## src/rtl/aes_cs_pkg.sv

```systemverilog
`timescale 1ns/1ps
package aes_cs_pkg;

    // Strapped-mode status word: bit at position idx of the block.
    function automatic logic strap_bit(input int unsigned idx,
                                       input logic copy_c,
                                       input logic orig,
                                       input logic emph_n,
                                       input logic audio);
        logic b;
        case (idx)
            0:       b = copy_c & orig;      // professional
            1:       b = audio;              // non-audio flag
            2:       b = copy_c & ~orig;     // copyright
            3:       b = ~emph_n;            // emphasis field, first bit
            15:      b = orig & ~copy_c;     // generation
            default: b = 1'b0;
        endcase
        return b;
    endfunction

endpackage

```

## src/rtl/cs_sync.sv

```systemverilog
`timescale 1ns/1ps
module cs_sync #(
    parameter int unsigned STAGES = 2
) (
    input  logic clk,
    input  logic rst_n,
    input  logic din,
    output logic dout
);
    logic [STAGES-1:0] sh_d, sh_q;

    generate
        if (STAGES == 1) begin : g_one
            always_comb sh_d = din;
        end else begin : g_many
            always_comb sh_d = {sh_q[STAGES-2:0], din};
        end
    endgenerate

    always_ff @(posedge clk) begin
        if (!rst_n) sh_q <= '0;
        else        sh_q <= sh_d;
    end

    assign dout = sh_q[STAGES-1];
endmodule

```

## src/rtl/cs_blk_qual.sv

```systemverilog
`timescale 1ns/1ps
module cs_blk_qual #(
    parameter int unsigned SYNC_STAGES = 2,
    parameter int unsigned MIN_PULSE   = 3
) (
    input  logic clk,
    input  logic rst_n,
    input  logic enable,
    input  logic pin,
    input  logic take,
    output logic armed
);
    localparam int unsigned CW = $clog2(MIN_PULSE + 1);

    logic          pin_s;
    logic [CW-1:0] cnt_d, cnt_q;
    logic          arm_d, arm_q;

    cs_sync #(.STAGES(SYNC_STAGES)) i_pin_sync (
        .clk  (clk),
        .rst_n(rst_n),
        .din  (pin),
        .dout (pin_s)
    );

    always_comb begin
        cnt_d = cnt_q;
        arm_d = arm_q;
        if (take) arm_d = 1'b0;
        if (!enable || !pin_s) begin
            cnt_d = '0;
        end else if (cnt_q < CW'(MIN_PULSE)) begin
            cnt_d = cnt_q + 1'b1;
            if (cnt_q == CW'(MIN_PULSE - 1)) arm_d = 1'b1;
        end
        if (!enable) arm_d = 1'b0;
    end

    always_ff @(posedge clk) begin
        if (!rst_n) begin
            cnt_q <= '0;
            arm_q <= 1'b0;
        end else begin
            cnt_q <= cnt_d;
            arm_q <= arm_d;
        end
    end

    assign armed = arm_q;
endmodule

```

## src/rtl/aes_cstat_seq.sv

```systemverilog
`timescale 1ns/1ps
module aes_cstat_seq #(
    parameter int unsigned FRAMES      = 192,
    parameter int unsigned SYNC_STAGES = 2,
    parameter int unsigned MIN_PULSE   = 3
) (
    input  logic clk,
    input  logic rst_n,
    input  logic lrck,
    input  logic mode_b,
    input  logic copy_c,
    input  logic orig,
    input  logic emph_n,
    input  logic audio,
    input  logic v_in,
    input  logic u_in,
    input  logic blk_dir,
    input  logic blk_in,
    output logic sf_stb,
    output logic c_bit,
    output logic v_bit,
    output logic u_bit,
    output logic blk_out,
    output logic blk_oe
);
    import aes_cs_pkg::*;

    localparam int unsigned FW = $clog2(FRAMES);

    typedef struct packed {
        logic [FW-1:0] frame;
        logic          prev_lr;
        logic          stb;
        logic          first;
        logic          c;
        logic          v;
        logic          u;
    } seq_st_t;

    seq_st_t       st_d, st_q;
    logic          lr_s;
    logic          armed;
    logic          boundary;
    logic [FW-1:0] frame_n;

    cs_sync #(.STAGES(SYNC_STAGES)) i_lr_sync (
        .clk  (clk),
        .rst_n(rst_n),
        .din  (lrck),
        .dout (lr_s)
    );

    cs_blk_qual #(.SYNC_STAGES(SYNC_STAGES), .MIN_PULSE(MIN_PULSE)) i_blk_qual (
        .clk   (clk),
        .rst_n (rst_n),
        .enable(~blk_dir),
        .pin   (blk_in),
        .take  (boundary),
        .armed (armed)
    );

    assign boundary = lr_s ^ st_q.prev_lr;

    always_comb begin
        st_d         = st_q;
        st_d.stb     = 1'b0;
        st_d.prev_lr = lr_s;
        frame_n      = st_q.frame;
        if (armed) begin
            frame_n = '0;
        end else if (lr_s) begin
            frame_n = (st_q.frame == FW'(FRAMES - 1)) ? '0 : st_q.frame + 1'b1;
        end
        if (boundary) begin
            st_d.frame = frame_n;
            st_d.stb   = 1'b1;
            st_d.first = armed | (lr_s & (frame_n == '0));
            st_d.v     = v_in;
            st_d.u     = u_in;
            st_d.c     = mode_b ? copy_c
                                : strap_bit(32'(frame_n), copy_c, orig, emph_n, audio);
        end
    end

    always_ff @(posedge clk) begin
        if (!rst_n) st_q <= '{frame: FW'(FRAMES - 1), default: '0};
        else        st_q <= st_d;
    end

    assign sf_stb  = st_q.stb;
    assign c_bit   = st_q.c;
    assign v_bit   = st_q.v;
    assign u_bit   = st_q.u;
    assign blk_out = st_q.first;
    assign blk_oe  = blk_dir;
endmodule

```

## config.mk

```make
export PLATFORM = sky130hd
export DESIGN_NAME = aes_cstat_seq
export DESIGN_NICKNAME = d
export VERILOG_FILES = /design/src/rtl/aes_cs_pkg.sv /design/src/rtl/cs_sync.sv /design/src/rtl/cs_blk_qual.sv /design/src/rtl/aes_cstat_seq.sv
export SDC_FILE = /design/constraint.sdc
export NUM_CORES = 1
export LEC_CHECK = 0
export BUFFER_PORTS_ARGS = -buffer_cell sky130_fd_sc_hd__buf_2
export CORE_ASPECT_RATIO = 1.1
export CORE_MARGIN = 2
export CORE_UTILIZATION = 51
export DETAILED_ROUTE_END_ITERATION = 10
export MAX_ROUTING_LAYER = met4
export PLACE_DENSITY_LB_ADDON = 0.08
export SYNTH_ARGS = -nofsm -noshare
export SYNTH_HDL_FRONTEND = slang
export SYNTH_HIERARCHICAL = 1
export SYNTH_SLANG_ARGS = --single-unit
```

## constraint.sdc

```tcl
create_clock -name clk -period 2.15 [get_ports clk]
set_input_delay 0.215 -clock clk [delete_from_list [all_inputs] [get_ports clk]]
set_output_delay 0.215 -clock clk [all_outputs]
set_load 0.05 [all_outputs]
```

==> Yosys cells after proc, flatten, opt, wreduce, memory -nomap -nowiden <==
Cells that the tools add are included.
{ "word_totals": {"register_bits": 21} }
{ "classes": {"add_sub_neg": 2, "magnitude_cmp": 1, "n_eq_ne": 6, "n_mux": 10, "n_bitwise": 10, "n_reduce_logical": 5} }
{ "op_table": {"columns": ["cell", "n"], "rows": [
  ["two-way mux 8 bit", 3],
  ["== test 8 x 2 -> 1 bit (second input constant)", 2],
  ["adder 8 x 1 -> 8 bit (second input constant)", 1],
  ["== test 8 x 1 -> 1 bit (second input constant)", 1],
  ["== test 8 x 4 -> 1 bit (second input constant)", 1],
  ["== test 8 bit (second input constant)", 1],
  ["zero test 8 bit", 1],
  ["two-way mux 1 bit", 5],
  ["two-way mux 5 bit", 1],
  ["one-hot mux 1 bit (5 select lines)", 1],
  ["AND 1 bit", 4],
  ["inverter 1 bit", 4],
  ["OR reduction 2 bit", 2],
  ["adder 2 x 1 -> 2 bit (second input constant)", 1],
  ["== test 2 bit (second input constant)", 1],
  ["less-than comparator 2 bit (second input constant)", 1],
  ["zero test 1 bit", 1],
  ["logical OR 1 bit", 1],
  ["OR 1 bit", 1],
  ["XOR 1 bit", 1]
]} }

==> Logic depth before layout (Yosys ltp) <==
{ "logic_depth": {"depth_word": 8, "mapped_depth": 8} }

==> Modules after synthesis <==
Netlist, hierarchy kept.
{ "by_module_without_submodules": {"columns": ["mod", "n_inst", "cells_each", "area_per_inst_um2", "seq_area_each_um2"], "rows": [
  ["aes_cstat_seq", 1, 132, 1014.7, 280.3],
  ["cs_blk_qual", 1, 13, 133.9, 60.1],
  ["cs_sync", 2, 4, 52.6, 40.0]
]} }

==> Worst setup path before layout <==
No wires, ideal clock.
{ "synth_path": {"path_type": "reg-to-reg", "startpoint": "reg st_q[6] (netlist bit)", "endpoint": "reg st_q (netlist bit c_bit)", "setup_time_ns": 0.079, "t_arrival_ns": 1.776, "path_slack_ns": 0.295, "path_stages_with_launch": 9, "path_buffers": 2, "period_less_slack_ns": 1.855, "cell_sequence": "dfxtp_1 ha_1 and4_4 buf_6 a41o_1 buf_6 o41ai_2 o211ai_1 a22oi_1"} }
{ "synth_via": {"elab_chain_cells": 7, "elab_cells_between_ends": 12} }
{ "synth_rtl": {"columns": ["element", "line_no", "source"], "rows": [
  ["from (decl)", "aes_cstat_seq.sv:40", "seq_st_t st_d, st_q;"],
  ["from (signal assigned)", "aes_cstat_seq.sv:87", "else st_q <= st_d;"],
  ["adder 8 x 1 -> 8 bit or == test 8 bit (tied branches)", "aes_cstat_seq.sv:72", "frame_n = (st_q.frame == FW'(FRAMES - 1)) ? '0 : st_q.frame + 1'b1;"],
  ["two-way mux 8 bit", "aes_cstat_seq.sv:72", null],
  ["two-way mux 8 bit (*)", "aes_cstat_seq.sv:71", "end else if (lr_s) begin"],
  ["two-way mux 8 bit (*)", "aes_cstat_seq.sv:69", "if (armed) begin"],
  ["== test 8 x 4 -> 1 bit (tied with other cells)", "aes_cs_pkg.sv:11", "case (idx)"],
  ["one-hot mux 1 bit (5 select lines) (*)", "aes_cs_pkg.sv:11", null],
  ["two-way mux 1 bit (*)", "aes_cstat_seq.sv:80", "st_d.c = mode_b ? copy_c"]
]} }
Every way passes the cells marked *; elsewhere a longest branch is shown, timed or not.
A chain may end at the register's enable or synchronous reset.

==> Worst setup path after layout <==
Ends and elaborated chain as after synthesis.

==> impl_summary.md <==
Run status
The flow ran to the end, and the final reports show no timing, DRC or antenna violations.

Place
The number of placed instances, taps included, is 191. The placed instances occupy a cell area of 1330 sq um. At the placement stage, the worst setup path has a slack of 0.224 ns. At the end of routability-driven placement, the weighted congestion stood at 0.847. Detailed placement finished with a half-perimeter wire length of 2050 um. The count of buffers added on input and output ports is 17.

Timing
The smallest clock period supported by the final layout is computed as 1.94 ns. Setup repair after global routing left no endpoint under its margin. Headroom to the max-slew limit came out at 71.9%. Based on the critical path, the design can be clocked at up to 516 MHz. The worst path meets setup with 0.213 ns of slack. The pin slew with the least headroom to its limit is 0.422 ns.

The max-slew violation count came to 0. Hold timing on the final database bottoms out at a slack of 0.105 ns. Summed over all failing endpoints, the final setup total negative slack is 0 ns. The final clock period utilization by the worst path is 90.1%. Setup violations remaining at the end of the flow were counted as 0. The final hold violation count was 0. Clock skew on the completed layout was measured at 0.00358 ns.

Routing
The final route contains 1175 vias. After detailed routing, the number of remaining DRC violations is 0. For this run, the detailed router's first-pass iteration total came to 4. The final antenna-violating net count is 0.

The per-cell routed wire length is 14.2 um. The aggregate routed wire length is 2760 um. The detailed router finished its first iteration with 31 violations. Using the TritonRoute via totals, the vias-per-cell ratio works out to 6.03.

Synth
The count of state elements after synthesis is 21. The share of the synthesized area in the top cell type is 33.5%. The total nets after synthesis is 167. Ranked by total cell area, the synthesized netlist is headed by sky130_fd_sc_hd__dfxtp_1, sky130_fd_sc_hd__nand2_1, sky130_fd_sc_hd__and2_1. After synthesis, the share of flip-flops with an asynchronous set or reset is 0%. Summing the sequential cell areas from Yosys gives 33.5% of the chip area. The number of warnings issued by yosys is 6. The primary flip-flop cell chosen by synthesis mapping is sky130_fd_sc_hd__dfxtp_1.

Counting every instance in the synthesized netlist gives 153. The mean area per synthesized cell is 8.19 sq um. Counting flops with a built-in enable in the synthesized netlist gives 0. The synthesized design spends more area on one cell type than any other, namely sky130_fd_sc_hd__dfxtp_1. After synthesis the cells add up to 1250 sq um. The number of unique standard cell types used by synthesis is 50.

Finish
The count of cells in the finished layout, fillers not included, comes to 195. Of the cells placed in the final design, the portion with a size suffix greater than 1 is 19.4%. The number of antenna cells inserted is 0. Counting the fill cells in the layout gives 243. With fillers left out, the area of the finished cells amounts to 1360 sq um.

The number of nets in the layout is 180. The area growth from synthesis to layout is 8.28%. At the end of the flow the core is filled with cells to 59.1%.

Clock tree
TritonCTS built the clock tree. The number of buffers on the longest clock path is 2. The clock reaches the later pin of the worst-skew pair after 0.31 ns. The root buffer cell chosen for the clock tree is sky130_fd_sc_hd__clkbuf_4.

The H-tree depth reported by CTS is 1. The total clock buffers created by CTS is 3. Clock tree synthesis found a total of 21 sinks. The clock transition at the register clock pins on the worst setup and hold paths after CTS is 0.11 ns. The number of cells upsized or downsized after cts is 0.

The number of buffers inserted by hold repair at cts is 0. Post-CTS timing repair inserted 0 buffers for setup.

Floorplan
The floorplan die width is 51.3 um. The floorplan step defined a die boundary enclosing 2870 sq um. The floorplan has 18 rows. Measured along the y axis, the die boundary spans 56 um.

For this configuration, the core starts out at a cell density of 54.6%. The number of placed I/O pins is 18. The core region is 2300 sq um.

GRT
The total routing resource utilization after global routing is 21.3%. After global routing the overflow that remains totals 0. The first global-routing pass estimated 4530 um of wire. The via count of the first global-routing pass is 1019. The maximum number of pins on one net before global-route repair is 23. The number of antenna violations at the first check in global routing is 0.

Critical path
The highest cell delay on the worst timing path is 0.38 ns. The arrival time at the worst endpoint is 2.17 ns. The worst setup path is launched from a flip-flop.

The worst endpoint required time is 2.39 ns. The type of the setup path with the least slack is reg2reg. The critical path capture point type is a flip-flop. Along the worst path, the maximum fanout reaches 11. The cell at the slowest stage of the critical path is sky130_fd_sc_hd__a41o_1. The critical path goes through ha_1, and4_4, a41o_1, o41ai_2, o211ai_1, a22oi_1.

Power
The leakage power is 0.567 nW. The maximum vdd drop is 0.385 mV. The power density over cell area is 552 nW/um^2. Power comes to 750 uW.

Worst hold path
The worst hold path belongs to the class in2reg.

Job
The number of max-cap violations is 0.
==> Yosys cell counts, types with 4 or more instances <==
library cell,number
sky130_fd_sc_hd__nor2_1,7
sky130_fd_sc_hd__clkbuf_1,7
sky130_fd_sc_hd__xnor2_1,4
sky130_fd_sc_hd__a21oi_1,5
sky130_fd_sc_hd__o21ai_0,4
sky130_fd_sc_hd__dfxtp_1,21
sky130_fd_sc_hd__nand3_1,9
sky130_fd_sc_hd__nor3_1,5
sky130_fd_sc_hd__o211ai_1,5
sky130_fd_sc_hd__mux2i_1,4
sky130_fd_sc_hd__inv_1,4
sky130_fd_sc_hd__and2_1,8
sky130_fd_sc_hd__nand2_1,19
==> flip-flops by register name, indices dropped and copies added (netlist names) <==
| signal | cells |
|---|---|
| blk_out | 1 |
| c_bit | 1 |
| i_blk_qual/armed | 1 |
| i_blk_qual/cnt_q | 2 |
| i_blk_qual/i_pin_sync/sh_q | 2 |
| i_lr_sync/sh_q | 2 |
| sf_stb | 1 |
| st_q | 9 |
| u_bit | 1 |
| v_bit | 1 |
==> critical path, delay by kind of cell (launching register included) <==
kind,cells,cell delay [ns]
AOI/OAI and AO/OA,4,1.04
and+or+nand+nor,1,0.23
adders and majority gates,1,0.26
DFF,1,0.33
==> per-layer routing <==
metal / wire length [um] / up-vias / GRT usage [%]
met3: 110 / 5 / 3.23
met4: 45 / 0 / 7.89
met2: 1300 / 32 / 33.4
li1: - / 576 / -
met5: 0 / - / -
met1: 1300 / 562 / 27.6
==> cells in the final DEF (no fill, tap or decap), types with 4 or more instances in the layout <==
cell type / netlist / layout
sky130_fd_sc_hd__nor3_1: 5 / 5
sky130_fd_sc_hd__nand3_1: 9 / 9
sky130_fd_sc_hd__mux2i_1: 4 / 4
sky130_fd_sc_hd__inv_1: 4 / 4
sky130_fd_sc_hd__dfxtp_1: 21 / 21
sky130_fd_sc_hd__xnor2_1: 4 / 4
sky130_fd_sc_hd__nor2_1: 7 / 7
sky130_fd_sc_hd__o21ai_0: 4 / 4
sky130_fd_sc_hd__o211ai_1: 5 / 5
sky130_fd_sc_hd__nand2_1: 19 / 19
sky130_fd_sc_hd__buf_2: 3 / 17
sky130_fd_sc_hd__and2_1: 8 / 8
sky130_fd_sc_hd__a21oi_1: 5 / 5
sky130_fd_sc_hd__buf_4: 1 / 5
==> area by class of cell <==
cell class	instances	area [sq um]	area share, %
tap	30	37.5	2.76
timing repair buffer	22	123	9.03
sequential	21	420	31.0
inverter	4	15.0	1.11
multi-input combinational	114	736	54.2
clock buffer	4	26.3	1.94
==> where the power goes <==
part           internal [mW]  switching [mW]
clock network         0.0724           0.120
registers              0.403          0.0120
logic                 0.0577          0.0846
==> final timing paths <==
check | slack (ns) | to | from | cells after the start
min reg2reg | 0.45 | i_lr_sync/sh_q[1] | i_lr_sync/sh_q[0] | 1
max | 0.21 | c_bit | st_q[6] | 6
max reg2reg | 0.21 | c_bit | st_q[6] | 6
min | 0.10 | i_blk_qual/i_pin_sync/sh_q[0] | blk_in | 2
==> logic make-up (layout without fill, tap and decap cells) <==
family | after synthesis | in the layout | synth area share (%)
mux | 4 | 4 | 3.19
compound gates | 36 | 36 | 21.5
fa+ha+maj | 2 | 2 | 2.00
buf+inv | 18 | 30 | 7.78
xor+xnor | 5 | 5 | 3.49
simple gates | 67 | 67 | 28.5
flops | 21 | 21 | 33.5
No activity file was read; power rests on OpenSTA's default activity.
